**src/rtl/trap_pkg.sv**
```systemverilog
package trap_pkg;
  localparam logic [4:0] RN_STATUS = 5'd12;
  localparam logic [4:0] RN_CAUSE  = 5'd13;
  localparam logic [4:0] RN_EPC    = 5'd14;
  localparam logic [7:0] CODE_IRQ  = 8'h00;
  localparam logic [7:0] CODE_OVF  = 8'h30;
  typedef enum logic [1:0] {EV_NONE = 2'd0, EV_IRQ = 2'd1, EV_OVF = 2'd2} trap_ev_e;
endpackage

```
**src/rtl/trap_seq.sv**
```systemverilog
module trap_seq
  import trap_pkg::*;
#(
  parameter int unsigned XLEN = 32,
  parameter logic [XLEN-1:0] HANDLER_PC = 32'h8000_0180
) (
  input  logic            clk,
  input  logic            rst_n,
  input  logic            instr_done,
  input  logic            dev_irq,
  input  logic            ovf_exc,
  input  logic            ie,
  input  logic            eret,
  input  logic [XLEN-1:0] epc,
  output trap_ev_e        ev,
  output logic            ret_go,
  output logic            redirect,
  output logic [XLEN-1:0] redirect_pc
);
  logic            redir_d;
  logic [XLEN-1:0] pc_d;
  logic            redir_q;
  logic [XLEN-1:0] pc_q;

  always_comb begin
    ev = EV_NONE;
    if (instr_done && ovf_exc)            ev = EV_OVF;
    else if (instr_done && dev_irq && ie) ev = EV_IRQ;
    ret_go  = eret && (ev == EV_NONE);
    redir_d = (ev != EV_NONE) || ret_go;
    pc_d    = (ev != EV_NONE) ? HANDLER_PC : epc;
  end

  always_ff @(posedge clk or negedge rst_n) begin
    if (!rst_n) begin
      redir_q <= 1'b0;
      pc_q    <= '0;
    end else begin
      redir_q <= redir_d;
      if (redir_d) pc_q <= pc_d;
    end
  end

  assign redirect    = redir_q;
  assign redirect_pc = pc_q;
endmodule

```
**src/rtl/trap_regfile.sv**
```systemverilog
module trap_regfile
  import trap_pkg::*;
#(
  parameter int unsigned XLEN = 32,
  parameter int unsigned NDEV = 8
) (
  input  logic            clk,
  input  logic            rst_n,
  input  trap_ev_e        ev,
  input  logic            ret_go,
  input  logic [XLEN-1:0] next_pc,
  input  logic [NDEV-1:0] dev_pend,
  input  logic            wr_en,
  input  logic [4:0]      wr_num,
  input  logic [XLEN-1:0] wr_data,
  input  logic [4:0]      rd_num,
  output logic [XLEN-1:0] rd_data,
  output logic            ie,
  output logic [XLEN-1:0] epc
);
  localparam int unsigned PEND_LO = 8;
  localparam int unsigned PEND_HI = PEND_LO + NDEV;

  logic [XLEN-1:0] epc_q, epc_d;
  logic            ie_q, ie_d;
  logic [7:0]      code_q, code_d;
  logic [NDEV-1:0] pend_q, pend_d;

  always_comb begin
    epc_d  = epc_q;
    ie_d   = ie_q;
    code_d = code_q;
    pend_d = pend_q;
    if (wr_en && wr_num == RN_EPC)    epc_d = wr_data;
    if (wr_en && wr_num == RN_STATUS) ie_d  = wr_data[0];
    if (wr_en && wr_num == RN_CAUSE)  pend_d = pend_q & ~wr_data[PEND_LO +: NDEV];
    pend_d = pend_d | dev_pend;
    if (ret_go) ie_d = 1'b1;
    if (ev != EV_NONE) begin
      epc_d  = next_pc;
      ie_d   = 1'b0;
      code_d = (ev == EV_OVF) ? CODE_OVF : CODE_IRQ;
    end
  end

  always_ff @(posedge clk or negedge rst_n) begin
    if (!rst_n) begin
      epc_q  <= '0;
      ie_q   <= 1'b0;
      code_q <= '0;
      pend_q <= '0;
    end else begin
      epc_q  <= epc_d;
      ie_q   <= ie_d;
      code_q <= code_d;
      pend_q <= pend_d;
    end
  end

  always_comb begin
    rd_data = '0;
    unique case (rd_num)
      RN_EPC:    rd_data = epc_q;
      RN_STATUS: rd_data[0] = ie_q;
      RN_CAUSE: begin
        rd_data[7:0]            = code_q;
        rd_data[PEND_HI-1:PEND_LO] = pend_q;
      end
      default:   rd_data = '0;
    endcase
  end

  assign ie  = ie_q;
  assign epc = epc_q;
endmodule

```
**src/rtl/trap_ack.sv**
```systemverilog
module trap_ack (
  input  logic clk,
  input  logic rst_n,
  input  logic ack_cmd,
  output logic iack
);
  logic cmd_q, iack_q, iack_d;

  always_comb iack_d = ack_cmd && !cmd_q;

  always_ff @(posedge clk or negedge rst_n) begin
    if (!rst_n) begin
      cmd_q  <= 1'b0;
      iack_q <= 1'b0;
    end else begin
      cmd_q  <= ack_cmd;
      iack_q <= iack_d;
    end
  end

  assign iack = iack_q;
endmodule

```
**src/rtl/trap_ctrl.sv**
```systemverilog
module trap_ctrl
  import trap_pkg::*;
#(
  parameter int unsigned XLEN = 32,
  parameter int unsigned NDEV = 8,
  parameter logic [XLEN-1:0] HANDLER_PC = 32'h8000_0180
) (
  input  logic            clk,
  input  logic            rst_n,
  input  logic            instr_done,
  input  logic [XLEN-1:0] next_pc,
  input  logic            dev_irq,
  input  logic [NDEV-1:0] dev_pend,
  input  logic            ovf_exc,
  input  logic            reg_we,
  input  logic [4:0]      reg_wnum,
  input  logic [XLEN-1:0] reg_wdata,
  input  logic [4:0]      reg_rnum,
  output logic [XLEN-1:0] reg_rdata,
  input  logic            eret,
  input  logic            ack_cmd,
  output logic            iack,
  output logic            redirect,
  output logic [XLEN-1:0] redirect_pc
);
  trap_ev_e        ev_w;
  logic            ret_w;
  logic            ie_w;
  logic [XLEN-1:0] epc_w;

  trap_seq #(.XLEN(XLEN), .HANDLER_PC(HANDLER_PC)) u_seq (
    .clk(clk), .rst_n(rst_n), .instr_done(instr_done), .dev_irq(dev_irq),
    .ovf_exc(ovf_exc), .ie(ie_w), .eret(eret), .epc(epc_w), .ev(ev_w),
    .ret_go(ret_w), .redirect(redirect), .redirect_pc(redirect_pc)
  );

  trap_regfile #(.XLEN(XLEN), .NDEV(NDEV)) u_regs (
    .clk(clk), .rst_n(rst_n), .ev(ev_w), .ret_go(ret_w), .next_pc(next_pc),
    .dev_pend(dev_pend), .wr_en(reg_we), .wr_num(reg_wnum), .wr_data(reg_wdata),
    .rd_num(reg_rnum), .rd_data(reg_rdata), .ie(ie_w), .epc(epc_w)
  );

  trap_ack u_ack (.clk(clk), .rst_n(rst_n), .ack_cmd(ack_cmd), .iack(iack));
endmodule

```
**config.mk**
```make
export PLATFORM = sky130hd
export DESIGN_NAME = trap_ctrl
export DESIGN_NICKNAME = d
export VERILOG_FILES = /design/src/rtl/trap_pkg.sv /design/src/rtl/trap_seq.sv /design/src/rtl/trap_regfile.sv /design/src/rtl/trap_ack.sv /design/src/rtl/trap_ctrl.sv
export SDC_FILE = /design/constraint.sdc
export NUM_CORES = 1
export LEC_CHECK = 0
export BUFFER_PORTS_ARGS = -buffer_cell sky130_fd_sc_hd__buf_4
export CORE_ASPECT_RATIO = 0.6
export CORE_MARGIN = 2
export CORE_UTILIZATION = 48
export CTS_CLUSTER_SIZE = 12
export DETAILED_ROUTE_END_ITERATION = 8
export MAX_ROUTING_LAYER = met4
export PLACE_DENSITY = 0.83
export SLEW_MARGIN = 20
export SYNTH_ARGS = -nofsm -noshare
export SYNTH_HDL_FRONTEND = slang
export SYNTH_HIERARCHICAL = 1
export SYNTH_SLANG_ARGS = --single-unit
```
**constraint.sdc**
```tcl
create_clock -name clk -period 2 [get_ports clk]
set_clock_uncertainty 0.05 [all_clocks]
set_input_delay 0.3 -clock clk [delete_from_list [all_inputs] [get_ports clk]]
set_output_delay 0.3 -clock clk [all_outputs]
set_load 0.01 [all_outputs]
```
==> flow_metrics.py <==
metrics = {
    "run_status": {
        "status": "finished, final reports clean",
    },
    "floorplanning": {
        "die_h_um": 73.2,
        "ios": 156,
        "start_util_pct": 49.1,
        "num_rows": 25,
        "coreArea_um2": 7790,
        "die_w_um": 119,
        "dieArea_um2": 8730,
    },
    "global_route": {
        "first_global_vias": 3746,
        "antenna_found_initial": 0,
        "track_usage_pct": 29.8,
        "grt_first_pass_wirelength_um": 19300,
        "overflow": 0,
        "grt_max_degree": 45,
    },
    "detailed_routing": {
        "drt_iter0_drc": 529,
        "drc_errors": 0,
        "viasPerCell": 5.81,
        "ant_nets": 0,
        "vias": 3694,
        "avgRoutedWirePerCell_um": 19.3,
        "wl_um": 12300,
        "firstDrtPassIters": 5,
    },
    "worst_setup_path": {
        "cp.required_ps": 1650,
        "rrSetupSlack_ps": 390,
        "slowest_stage": "nor3b_4",
        "worst-path-stages": 6,
        "endpoint": "reg_rdata[13]",
        "max_stage_delay_ps": 230,
        "crit_chain": "buf_4, nand3b_4, nor3b_4, buf_12, a22o_1, buf_4",
        "end_kind": "output port",
        "rr_worst_depth": 3,
        "start_kind": "input port",
        "reg2reg_to": "u_seq/redirect_pc[17]$_DFFE_PN0P_",
        "critPathMaxFanout": 31,
        "crit_family": "buffers and inverters",
        "worstSetupStartpoint": "reg_rnum[4]",
        "path_common_cell": "buf_4",
        "cp.arrival_ps": 1370,
        "reg2reg_from": "u_regs/ie$_DFFE_PN0P_",
        "critPathBufInv": 3,
        "critPathKind": "in2out",
    },
    "synthesis": {
        "ys_warn_count": 6,
        "postSynthCellCount": 378,
        "synth.avg_cell_area_um2": 10.1,
        "synth_seq_cells": 77,
        "synth_area_leaders": "dfrtp_1 50%, a21oi_1 8.1%, mux2i_1 7.8%",
        "yosysTopAreaCellShare_pct": 50.3,
        "ys_types": 27,
        "syn_area_um2": 3830,
        "yosysSeqAreaShare_pct": 50.3,
        "synth_top_cell_by_area": "dfrtp_1",
        "synth.net_count": 468,
    },
    "clocking": {
        "postCtsResizedCells": 0,
        "numCtsBuffers": 9,
        "clock_path_buffers": 2,
        "cts_setup_buffers": 0,
        "clock_latency_ps": 320,
        "cts_hold_buffers": 1,
        "cts.sinks": 77,
        "root_buffer": "clkbuf_16",
        "h-tree-depth": 3,
        "cts.reportedPaths.clkPinSlew_ps": 60,
        "cts_tree": "built",
    },
    "final_layout": {
        "area_growth_syn_to_layout_pct": 40.1,
        "n_antenna_cell": 0,
        "nNetsFinal": 613,
        "drive_gt1_share_pct": 36.7,
        "n_fill_cell": 622,
        "final_util_pct": 68.9,
    },
    "power_and_ir_drop": {
        "irDropWorstVdd_mv": 0.644,
        "clkPwrFrac_pct": 36.7,
        "power_switching_w": 0.00125,
        "internal_power_w": 0.00332,
        "power_density_nw_per_um2": 853,
        "seq_power_share_pct": 42.4,
        "leakage_nw": 2.52,
        "p_sw_share_pct": 27.4,
        "combPwrFrac_pct": 20.8,
    },
    "sta": {
        "min_period_ps": 1720,
        "tightest_slew_ps": 753,
        "fmax_mhz": 580,
        "period_share_pct": 86.2,
        "rsz0062_at_grt": "no",
        "tns_ps": 0,
        "fin_ws_ps": 277,
        "drv_slew": 0,
        "max-slew-margin-rel_pct": 49.8,
        "final_hold_viol_count": 0,
        "setup_viol_count_final": 0,
    },
    "placement": {
        "globalplace.congestion": 0.905,
        "dp.final_hpwl_um": 8600,
        "dp_slack_ps": 251,
        "io_buffer_count": 155,
    },
    "worst_hold_path": {
        "hold_path.class": "in2reg",
    },
    "flow_run": {
        "max_cap_viol_count": 0,
    },
}
==> through the flow <==
stage	instance area, µm²	power, W	instances	hold WS (ps)
2_1_floorplan	3830	0.00239	378	-45.6
3_3_place_gp	5040	0.00286	619	219
3_5_place_dp	5040	0.00291	619	225
4_1_cts	5360	0.00459	636	30.6
5_1_grt	5360	0.00478	636	30.9
6_report	5360	0.00457	636	43.3
==> how the worst min path moves through the flow <==
| stage | startpoint | end | slack [ps] | depth (start not counted) |
|---|---|---|---|---|
| 6_report | ack_cmd | u_ack/cmd_q$_DFF_PN0_ | 40 | 1 |
| 5_1_grt | ack_cmd | u_ack/cmd_q$_DFF_PN0_ | 30 | 1 |
| 4_1_cts | ack_cmd | u_ack/cmd_q$_DFF_PN0_ | 30 | 1 |
| 3_5_place_dp | rst_n | u_regs/pend_q[4]$_DFF_PN0_ | 230 | 1 |
| 3_3_place_gp | rst_n | u_regs/pend_q[4]$_DFF_PN0_ | 220 | 1 |
| 2_1_floorplan | rst_n | u_ack/cmd_q$_DFF_PN0_ | -50 | 0 |
==> cell type report <==
| cell class | count | area (µm²) | share of cell area [%] |
|---|---|---|---|
| multi-input cells | 263 | 1660 | 30.9 |
| clock inverters | 3 | 42.5 | 0.793 |
| repair buffers | 172 | 1330 | 24.8 |
| clock buffers | 13 | 270 | 5.04 |
| well taps | 108 | 135 | 2.52 |
| flip-flops and latches | 77 | 1930 | 35.9 |
==> power by group through the flow <==
stage / logic, W / clock network, W / registers [W]
global placement: 0.000908 / 0 / 0.00196
CTS: 0.000950 / 0.00170 / 0.00194
finish: 0.000953 / 0.00168 / 0.00194
floorplan: 0.000419 / 0 / 0.00197
detailed placement: 0.000942 / 0 / 0.00196
global route: 0.00103 / 0.00178 / 0.00197
==> cell usage after synthesis <==
master and n:
nor3_1 1, buf_2 10, nor2b_4 1, and4b_1 2, nor3b_2 1, or2_1 1
mux2i_1 30, a21oi_1 62, o21ai_0 32, nand4b_1 1, buf_4 5, a21o_1 10
and2_1 22, nand3_1 8, nor2_1 36, a221o_1 3, a21boi_2 1, nor2b_1 5
nand2b_1 1, a22o_1 10, buf_6 11, nor3b_4 1, dfrtp_1 77, nand3b_4 1
o31ai_1 1, a31oi_1 33, clkbuf_1 12
==> cell families after synthesis <==
logic type	after synthesis	synth area share (%)
buffers and inverters	38	6.70
multiplexers	30	7.85
flip-flops	77	50.3
AND/OR/NAND/NOR	81	11.9
AO/OA/AOI/OAI	152	23.2
==> layer usage <==
layer	vias up	wire length, µm	global-route usage (%)
li1	1653	-	-
met2	249	5550	43.9
met5	-	0	-
met3	6	1480	10.2
met1	1786	5210	39.7
met4	0	42	8.20
==> cell usage in the layout, fill, tap and decap left out <==
cell / Yosys / layout
and4b_2: 0 / 1
clkbuf_8: 0 / 3
nor2_1: 36 / 35
nand3_1: 8 / 8
o21ai_0: 32 / 32
and4b_1: 2 / 1
a22o_1: 10 / 10
buf_12: 0 / 3
clkinvlp_4: 0 / 1
a21o_1: 10 / 10
or2_1: 1 / 1
a31oi_1: 33 / 33
clkbuf_1: 12 / 1
clkinv_2: 0 / 1
nor2b_2: 0 / 1
a21oi_1: 62 / 62
mux2i_1: 30 / 30
nand2b_1: 1 / 1
nor3b_4: 1 / 2
nor3_1: 1 / 1
dlygate4sd3_1: 0 / 1
nor2_2: 0 / 1
dfrtp_1: 77 / 77
a21boi_2: 1 / 1
clkbuf_16: 0 / 9
a221o_1: 3 / 3
nand4b_1: 1 / 1
bufinv_16: 0 / 1
and2_1: 22 / 22
nand3b_4: 1 / 1
nor2b_4: 1 / 1
nor2b_1: 5 / 4
o31ai_1: 1 / 1
buf_4: 5 / 168
==> registers in the layout, indices dropped and copies added, names as in the netlist <==
name / flops
u_regs/pend_q: 8
u_regs/code_q: 1
u_seq/redirect: 1
u_regs/epc: 32
u_ack/iack: 1
u_seq/redirect_pc: 32
u_regs/ie: 1
u_ack/cmd_q: 1
No activity file was read; power rests on OpenSTA's default activity.
